## config.mk

```make
export PLATFORM = sky130hd
export DESIGN_NAME = tmr_ctrl
export DESIGN_NICKNAME = d
export VERILOG_FILES = /design/src/rtl/tmr_pkg.sv /design/src/rtl/tmr_prescale.sv /design/src/rtl/tmr_channel.sv /design/src/rtl/tmr_ctrl.sv
export SDC_FILE = /design/constraint.sdc
export NUM_CORES = 1
export LEC_CHECK = 0
export BUFFER_PORTS_ARGS = -buffer_cell sky130_fd_sc_hd__buf_2
export CAP_MARGIN = 40
export CORE_MARGIN = 2
export CORE_UTILIZATION = 45
export CTS_CLUSTER_DIAMETER = 150
export DETAILED_ROUTE_END_ITERATION = 7
export RECOVER_POWER = 25
export SYNTH_ARGS = -nofsm -noshare
export SYNTH_HDL_FRONTEND = slang
export SYNTH_SLANG_ARGS = --single-unit
```

## constraint.sdc

```tcl
create_clock -name clk -period 3.95 [get_ports clk]
set_input_delay 0 -clock clk [delete_from_list [all_inputs] [get_ports clk]]
set_output_delay 0 -clock clk [all_outputs]
set_load 0.05 [all_outputs]
```

## src/rtl/tmr_pkg.sv

```systemverilog
package tmr_pkg;
   // Control word fields; positions are fixed by software
   localparam int B_EN   = 30;
   localparam int B_IE   = 29;
   localparam int B_PER  = 27;
   localparam int B_RLD  = 26;
   localparam int B_ACT  = 25;
   localparam int PS_W   = 8;
   localparam logic [PS_W-1:0] PS_RESET = 8'h05;

   typedef enum logic [1:0] {
      RG_CTRL = 2'd0,
      RG_INIT = 2'd1,
      RG_CNT  = 2'd2,
      RG_NONE = 2'd3
   } reg_sel_e;
endpackage

```

## src/rtl/tmr_prescale.sv

```systemverilog
module tmr_prescale #(
   parameter int PS_W = 8
) (
   input  logic            clk,
   input  logic            rst_n,
   input  logic            run,
   input  logic            restart,
   input  logic [PS_W-1:0] limit,
   output logic            tick
);
   logic [PS_W-1:0] div_q;

   assign tick = run && !restart && (div_q == limit);

   always_ff @(posedge clk) begin
      if (!rst_n)        div_q <= '0;
      else if (restart)  div_q <= '0;
      else if (run)      div_q <= tick ? '0 : div_q + 1'b1;
   end
endmodule

```

## src/rtl/tmr_channel.sv

```systemverilog
module tmr_channel
   import tmr_pkg::*;
#(
   parameter int CNT_W = 24
) (
   input  logic             clk,
   input  logic             rst_n,
   input  logic             ctrl_we,
   input  logic             init_we,
   input  logic [31:0]      wdata,
   output logic [31:0]      ctrl_rd,
   output logic [CNT_W-1:0] init_rd,
   output logic [CNT_W-1:0] cnt_rd,
   output logic             en_o,
   output logic             ie_o,
   output logic             zero_o
);
   logic            en_q, ie_q, per_q, act_q;
   logic [PS_W-1:0] ps_q;
   logic [CNT_W-1:0] init_q, cnt_q;
   logic            tick, new_en, stop_zero, run_zero;

   assign new_en    = wdata[B_EN] & ~wdata[B_RLD];
   assign stop_zero = ctrl_we && en_q && !new_en &&
                      (wdata[B_RLD] ? (init_q == '0) : (cnt_q == '0));
   assign run_zero  = tick && (cnt_q <= CNT_W'(1));
   assign zero_o    = stop_zero | run_zero;

   tmr_prescale #(.PS_W(PS_W)) u_ps (
      .clk     (clk),
      .rst_n   (rst_n),
      .run     (en_q),
      .restart (ctrl_we | init_we),
      .limit   (ps_q),
      .tick    (tick)
   );

   always_ff @(posedge clk) begin
      if (!rst_n) begin
         en_q   <= 1'b0;
         ie_q   <= 1'b0;
         per_q  <= 1'b0;
         act_q  <= 1'b0;
         ps_q   <= PS_RESET;
         init_q <= '0;
         cnt_q  <= '0;
      end else if (ctrl_we) begin
         en_q  <= new_en;
         act_q <= new_en;
         ie_q  <= wdata[B_IE];
         per_q <= wdata[B_PER];
         ps_q  <= wdata[PS_W-1:0];
         if (wdata[B_RLD] || (stop_zero && wdata[B_PER]))
            cnt_q <= init_q;
      end else if (init_we) begin
         init_q <= wdata[CNT_W-1:0];
         cnt_q  <= wdata[CNT_W-1:0];
      end else if (run_zero) begin
         if (per_q) begin
            cnt_q <= init_q;
         end else begin
            cnt_q <= '0;
            en_q  <= 1'b0;
            act_q <= 1'b0;
         end
      end else if (tick) begin
         cnt_q <= cnt_q - 1'b1;
      end
   end

   always_comb begin
      ctrl_rd              = '0;
      ctrl_rd[B_EN]        = en_q;
      ctrl_rd[B_IE]        = ie_q;
      ctrl_rd[B_PER]       = per_q;
      ctrl_rd[B_ACT]       = act_q;
      ctrl_rd[PS_W-1:0]    = ps_q;
   end

   assign init_rd = init_q;
   assign cnt_rd  = cnt_q;
   assign en_o    = en_q;
   assign ie_o    = ie_q;
endmodule

```

## src/rtl/tmr_ctrl.sv

```systemverilog
module tmr_ctrl
   import tmr_pkg::*;
#(
   parameter int NUM_CH = 3,
   parameter int CNT_W  = 24,
   parameter int ADDR_W = 8
) (
   input  logic              clk,
   input  logic              rst_n,
   input  logic              bus_wr,
   input  logic [ADDR_W-1:0] bus_addr,
   input  logic [31:0]       bus_wdata,
   output logic [31:0]       bus_rdata,
   output logic [NUM_CH-1:0] irq
);
   localparam int IDX_W = 3;
   localparam logic [ADDR_W-1:0] STAT_ADDR = ADDR_W'(8'h80);

   if (NUM_CH < 1 || NUM_CH > (1 << IDX_W)) begin : g_bad_ch
      $error("NUM_CH out of range");
   end
   if (CNT_W < 2 || CNT_W > 32) begin : g_bad_cnt
      $error("CNT_W out of range");
   end
   if (ADDR_W < 8) begin : g_bad_addr
      $error("ADDR_W too small");
   end

   logic             aligned, in_ch, is_stat;
   logic [IDX_W-1:0] idx;
   reg_sel_e         sub;
   logic [NUM_CH-1:0] ch_hit, ch_en, ch_ie, ch_evt, stat_q, stat_clr;
   logic [31:0]       ctrl_rd [NUM_CH];
   logic [CNT_W-1:0]  init_rd [NUM_CH];
   logic [CNT_W-1:0]  cnt_rd  [NUM_CH];

   assign aligned = (bus_addr[1:0] == 2'b00);
   assign in_ch   = aligned && (bus_addr[ADDR_W-1:7] == '0);
   assign is_stat = aligned && (bus_addr == STAT_ADDR);
   assign idx     = bus_addr[6:4];
   assign sub     = reg_sel_e'(bus_addr[3:2]);

   for (genvar g = 0; g < NUM_CH; g++) begin : g_ch
      assign ch_hit[g] = in_ch && (int'(idx) == g);

      tmr_channel #(.CNT_W(CNT_W)) u_ch (
         .clk     (clk),
         .rst_n   (rst_n),
         .ctrl_we (bus_wr && ch_hit[g] && (sub == RG_CTRL)),
         .init_we (bus_wr && ch_hit[g] && (sub == RG_INIT)),
         .wdata   (bus_wdata),
         .ctrl_rd (ctrl_rd[g]),
         .init_rd (init_rd[g]),
         .cnt_rd  (cnt_rd[g]),
         .en_o    (ch_en[g]),
         .ie_o    (ch_ie[g]),
         .zero_o  (ch_evt[g])
      );
   end

   assign stat_clr = (bus_wr && is_stat) ? bus_wdata[NUM_CH-1:0] : '0;

   always_ff @(posedge clk) begin
      if (!rst_n) stat_q <= '0;
      else        stat_q <= (stat_q & ~stat_clr) | ch_evt;
   end

   assign irq = ch_ie & stat_q;

   always_comb begin
      bus_rdata = '0;
      if (is_stat) begin
         bus_rdata[NUM_CH-1:0] = stat_q;
      end else begin
         for (int i = 0; i < NUM_CH; i++) begin
            if (ch_hit[i]) begin
               case (sub)
                  RG_CTRL: bus_rdata = ctrl_rd[i];
                  RG_INIT: bus_rdata = 32'(init_rd[i]);
                  RG_CNT:  bus_rdata = 32'(cnt_rd[i]);
                  default: bus_rdata = '0;
               endcase
            end
         end
      end
   end
endmodule

```

==> impl_metrics.tcl <==
set metrics [dict create \
    fp.dieH_um 171.1 \
    fmax_mhz 288.2 \
    whs_endpoint "g_ch[1].u_ch.en_o" \
    core_region_area_um2 27630 \
    cp_top_family "simple AND/OR/NAND/NOR gates" \
    drv_cap 1 \
    async_flop_share 0 \
    synth_top_family_by_area "simple AND/OR/NAND/NOR gates" \
    status "finished with violations" \
    first_pass_iters 8 \
    final_common_cell "nand2_1" \
    rows 61 \
    syn_inst 1692 \
    vias_per_cell 6.251 \
    ir_drop_mv 0.2888 \
    clk_pin_slew_ps 60 \
    cp_max_fo 11 \
    grt_max_degree 68 \
    cp-end-kind "register" \
    cts_resized 0 \
    drt-wirelength-per-cell_um 21.85 \
    path_buf_inv 1 \
    antenna_found_initial 0 \
    arrival_ps 3920 \
    drt-total-wl_um 46220 \
    worstPathCellList "or4_1 -> or4_1 -> or4_4 -> or4_4 -> o21ai_4 -> buf_4 -> a21oi_1 -> o22ai_1" \
    grt_pass1_vias 12353 \
    cts_buffers 25 \
    slowest_stage "or4_1" \
    p_leak_nw 5.101 \
    num_vias 13220 \
    setup_violations 0 \
    tightest_slew_ps 1574 \
    syn_area_per_cell_um2 7.426 \
    synthXorXnorAreaFrac 0.06622 \
    yosys.area_share.simple 0.2498 \
    setup_ws_ps 479.9 \
    track_usage 0.3139 \
    finalSetupTns_ps 0 \
    final_cell_mix "nand2_1 (312), dfxtp_1 (204), a21oi_1 (164)" \
    reg2reg_to "g_ch[0].u_ch.cnt_rd[9]" \
    drtIter0Drc 1496 \
    cts_root_buffer "clkbuf_16" \
    cts_tree "done" \
    synth_compound_area_frac 0.2405 \
    port_buffers 69 \
    synth.distinct_cells 66 \
    worstSkewPairLatency_ps 530 \
    powerDensity_nw_per_um2 337.8 \
    cts.hold.buffers_added 27 \
    r2r_start "g_ch[0].u_ch.cnt_rd[16]" \
    n_antenna_cell 0 \
    synth_seq_area_share 0.3250 \
    ys_seq_elements 204 \
    holdPathStages 4 \
    ys.flop_type "dfxtp_1" \
    place_congestion 0.9118 \
    hold_viol_final 0 \
    syn_area_um2 12560 \
    cts_buffer_depth 3 \
    crit_type "register to register" \
    io_pins 78 \
    timing.final.crit_period_ps 3470 \
    synth_fa_ha_area_frac 0.01195 \
    die_w_um 171.1 \
    p_total_mw 4.835 \
    fin_nets 1775 \
    r2r_slack_ps 480 \
    drv_slew 38 \
    nFillCells 2830 \
    cp.required_ps 4400 \
    fin_crit_sh 0.8785 \
    rsz0062_at_grt "false" \
    fp.dieArea_um2 29270 \
    cp_slowest_stage_delay_ps 630 \
    drive_gt1_frac 0.09960 \
    htreeDepth 1 \
    post_cts.repair.setup_buffers 0 \
    start_util 0.4548 \
    r2r_cells 8 \
    synth.area.mux_share 0.05497 \
    drc_errors 3 \
    ys_warn_count 0 \
    violations "DRC, capacitance limit, slew limit" \
    antenna_left 0 \
    fin_skew_ps 8.841 \
    post-place-ws_ps 517.4 \
    hold_path_class "input port to register" \
    min_from "bus_wdata[30]" \
    clock_sinks 204 \
    slew_headroom -0.04937 \
    grt_pass1_wl_um 71860 \
    synth-edff-count 0 \
    cp-start-kind "register" \
    crit_cells 8 \
    area_growth_pct 13.91 \
    dp_hpwl_um 31640 \
    grt-ovfl-total 0 \
]
[layer usage]
layer,track usage,part of all wire
met5,0,0
met4,0.09654,0.031
met2,0.5181,0.47
met1,0.4294,0.43
met3,0.03585,0.069
[per-stage QoR]
| stage | instances | util | hold slack (ps) | cell area [µm²] |
|---|---|---|---|---|
| finish | 2115 | 0.5180 | 72.45 | 14310 |
| CTS | 2115 | 0.5187 | 41.19 | 14330 |
| global placement | 2041 | 0.4774 | 294.9 | 13190 |
| detailed placement | 2044 | 0.4793 | 293.1 | 13240 |
| floorplan | 1695 | - | 136.0 | 12580 |
| global route | 2115 | 0.5180 | 69.37 | 14310 |
[worst max path at each step]
stage	from	end	slack, ps
2_1_floorplan	g_ch[0].u_ch.cnt_rd[16]	g_ch[0].u_ch.cnt_rd[9]	920
3_3_place_gp	g_ch[0].u_ch.cnt_rd[16]	g_ch[0].u_ch.cnt_rd[8]	550
3_5_place_dp	g_ch[0].u_ch.cnt_rd[16]	g_ch[0].u_ch.cnt_rd[8]	520
4_1_cts	g_ch[0].u_ch.cnt_rd[16]	g_ch[0].u_ch.cnt_rd[9]	510
5_1_grt	bus_addr[4]	g_ch[2].u_ch.cnt_rd[21]	340
6_report	g_ch[0].u_ch.cnt_rd[16]	g_ch[0].u_ch.cnt_rd[9]	480
[cells in the mapped netlist (9+ instances only)]
cell / number / area share
xnor2_1: 60 / 0.042
inv_1: 11 / 0.0033
a21oi_1: 164 / 0.065
nor4_1: 25 / 0.012
nand3_1: 73 / 0.029
nor2b_1: 14 / 0.0070
a22oi_1: 53 / 0.032
a211oi_1: 22 / 0.013
ha_1: 12 / 0.012
o211ai_1: 39 / 0.023
mux2i_1: 60 / 0.048
xor2_1: 35 / 0.024
o22ai_1: 24 / 0.012
o41ai_1: 9 / 0.0063
or4_1: 10 / 0.0060
nor3_1: 49 / 0.020
a311oi_1: 10 / 0.0070
a31oi_1: 11 / 0.0055
nor2_1: 116 / 0.035
dfxtp_1: 204 / 0.33
o31ai_1: 11 / 0.0066
and2_1: 11 / 0.0055
nand4_1: 17 / 0.0085
nand2_1: 312 / 0.093
o21ai_0: 69 / 0.027
a32o_1: 23 / 0.018
clkbuf_1: 117 / 0.035
or3_1: 11 / 0.0055
buf_1: 16 / 0.0048
[tightest hold or removal path, stage by stage]
cell,delay (ps)
buf_2,160
nor2b_1,230
nand2_1,100
a21oi_1,60
[report_power, final]
| part | leakage, nW | total, mW | internal [mW] | switching [mW] |
|---|---|---|---|---|
| Sequential | 1.64 | 2.07 | 2.06 | 0.00651 |
| Combinational | 3.05 | 0.414 | 0.137 | 0.277 |
| Clock | 0.405 | 2.35 | 1.41 | 0.944 |
| Total | 5.10 | 4.83 | 3.61 | 1.23 |
[kinds of logic (layout without fill, tap and decap cells)]
kind of cell    count (synthesis)  count (layout)
compound gates                470             470
xor+xnor                       95              95
fa+ha+maj                      12              12
buf+inv                       160             202
flops                         204             204
mux                            68              68
other cells                     1               4
simple gates                  682             682
[registers in the layout, summed over array words and instances (netlist names)]
| register | flops |
|---|---|
| g_ch.u_ch.init_rd | 72 |
| g_ch.u_ch.en_o | 2 |
| g_ch.u_ch.ps_q | 24 |
| g_ch.u_ch.ie_o | 3 |
| g_ch.u_ch.per_q | 3 |
| stat_q | 3 |
| g_ch.u_ch.act_q | 1 |
| g_ch.u_ch.cnt_rd | 72 |
| g_ch.u_ch.u_ps.div_q | 24 |
[layout make-up]
cell class | instances | area [µm²] | area share
Multi-Input combinational cell | 1331 | 7870 | 0.5499
Sequential cell | 204 | 4084 | 0.2853
Tap cell | 378 | 473.0 | 0.03304
Clock buffer | 33 | 685.7 | 0.04791
Clock inverter | 11 | 132.6 | 0.009267
Timing Repair Buffer | 147 | 1023 | 0.07151
Inverter | 11 | 43.79 | 0.003060
(Power assumes the default switching activity.)
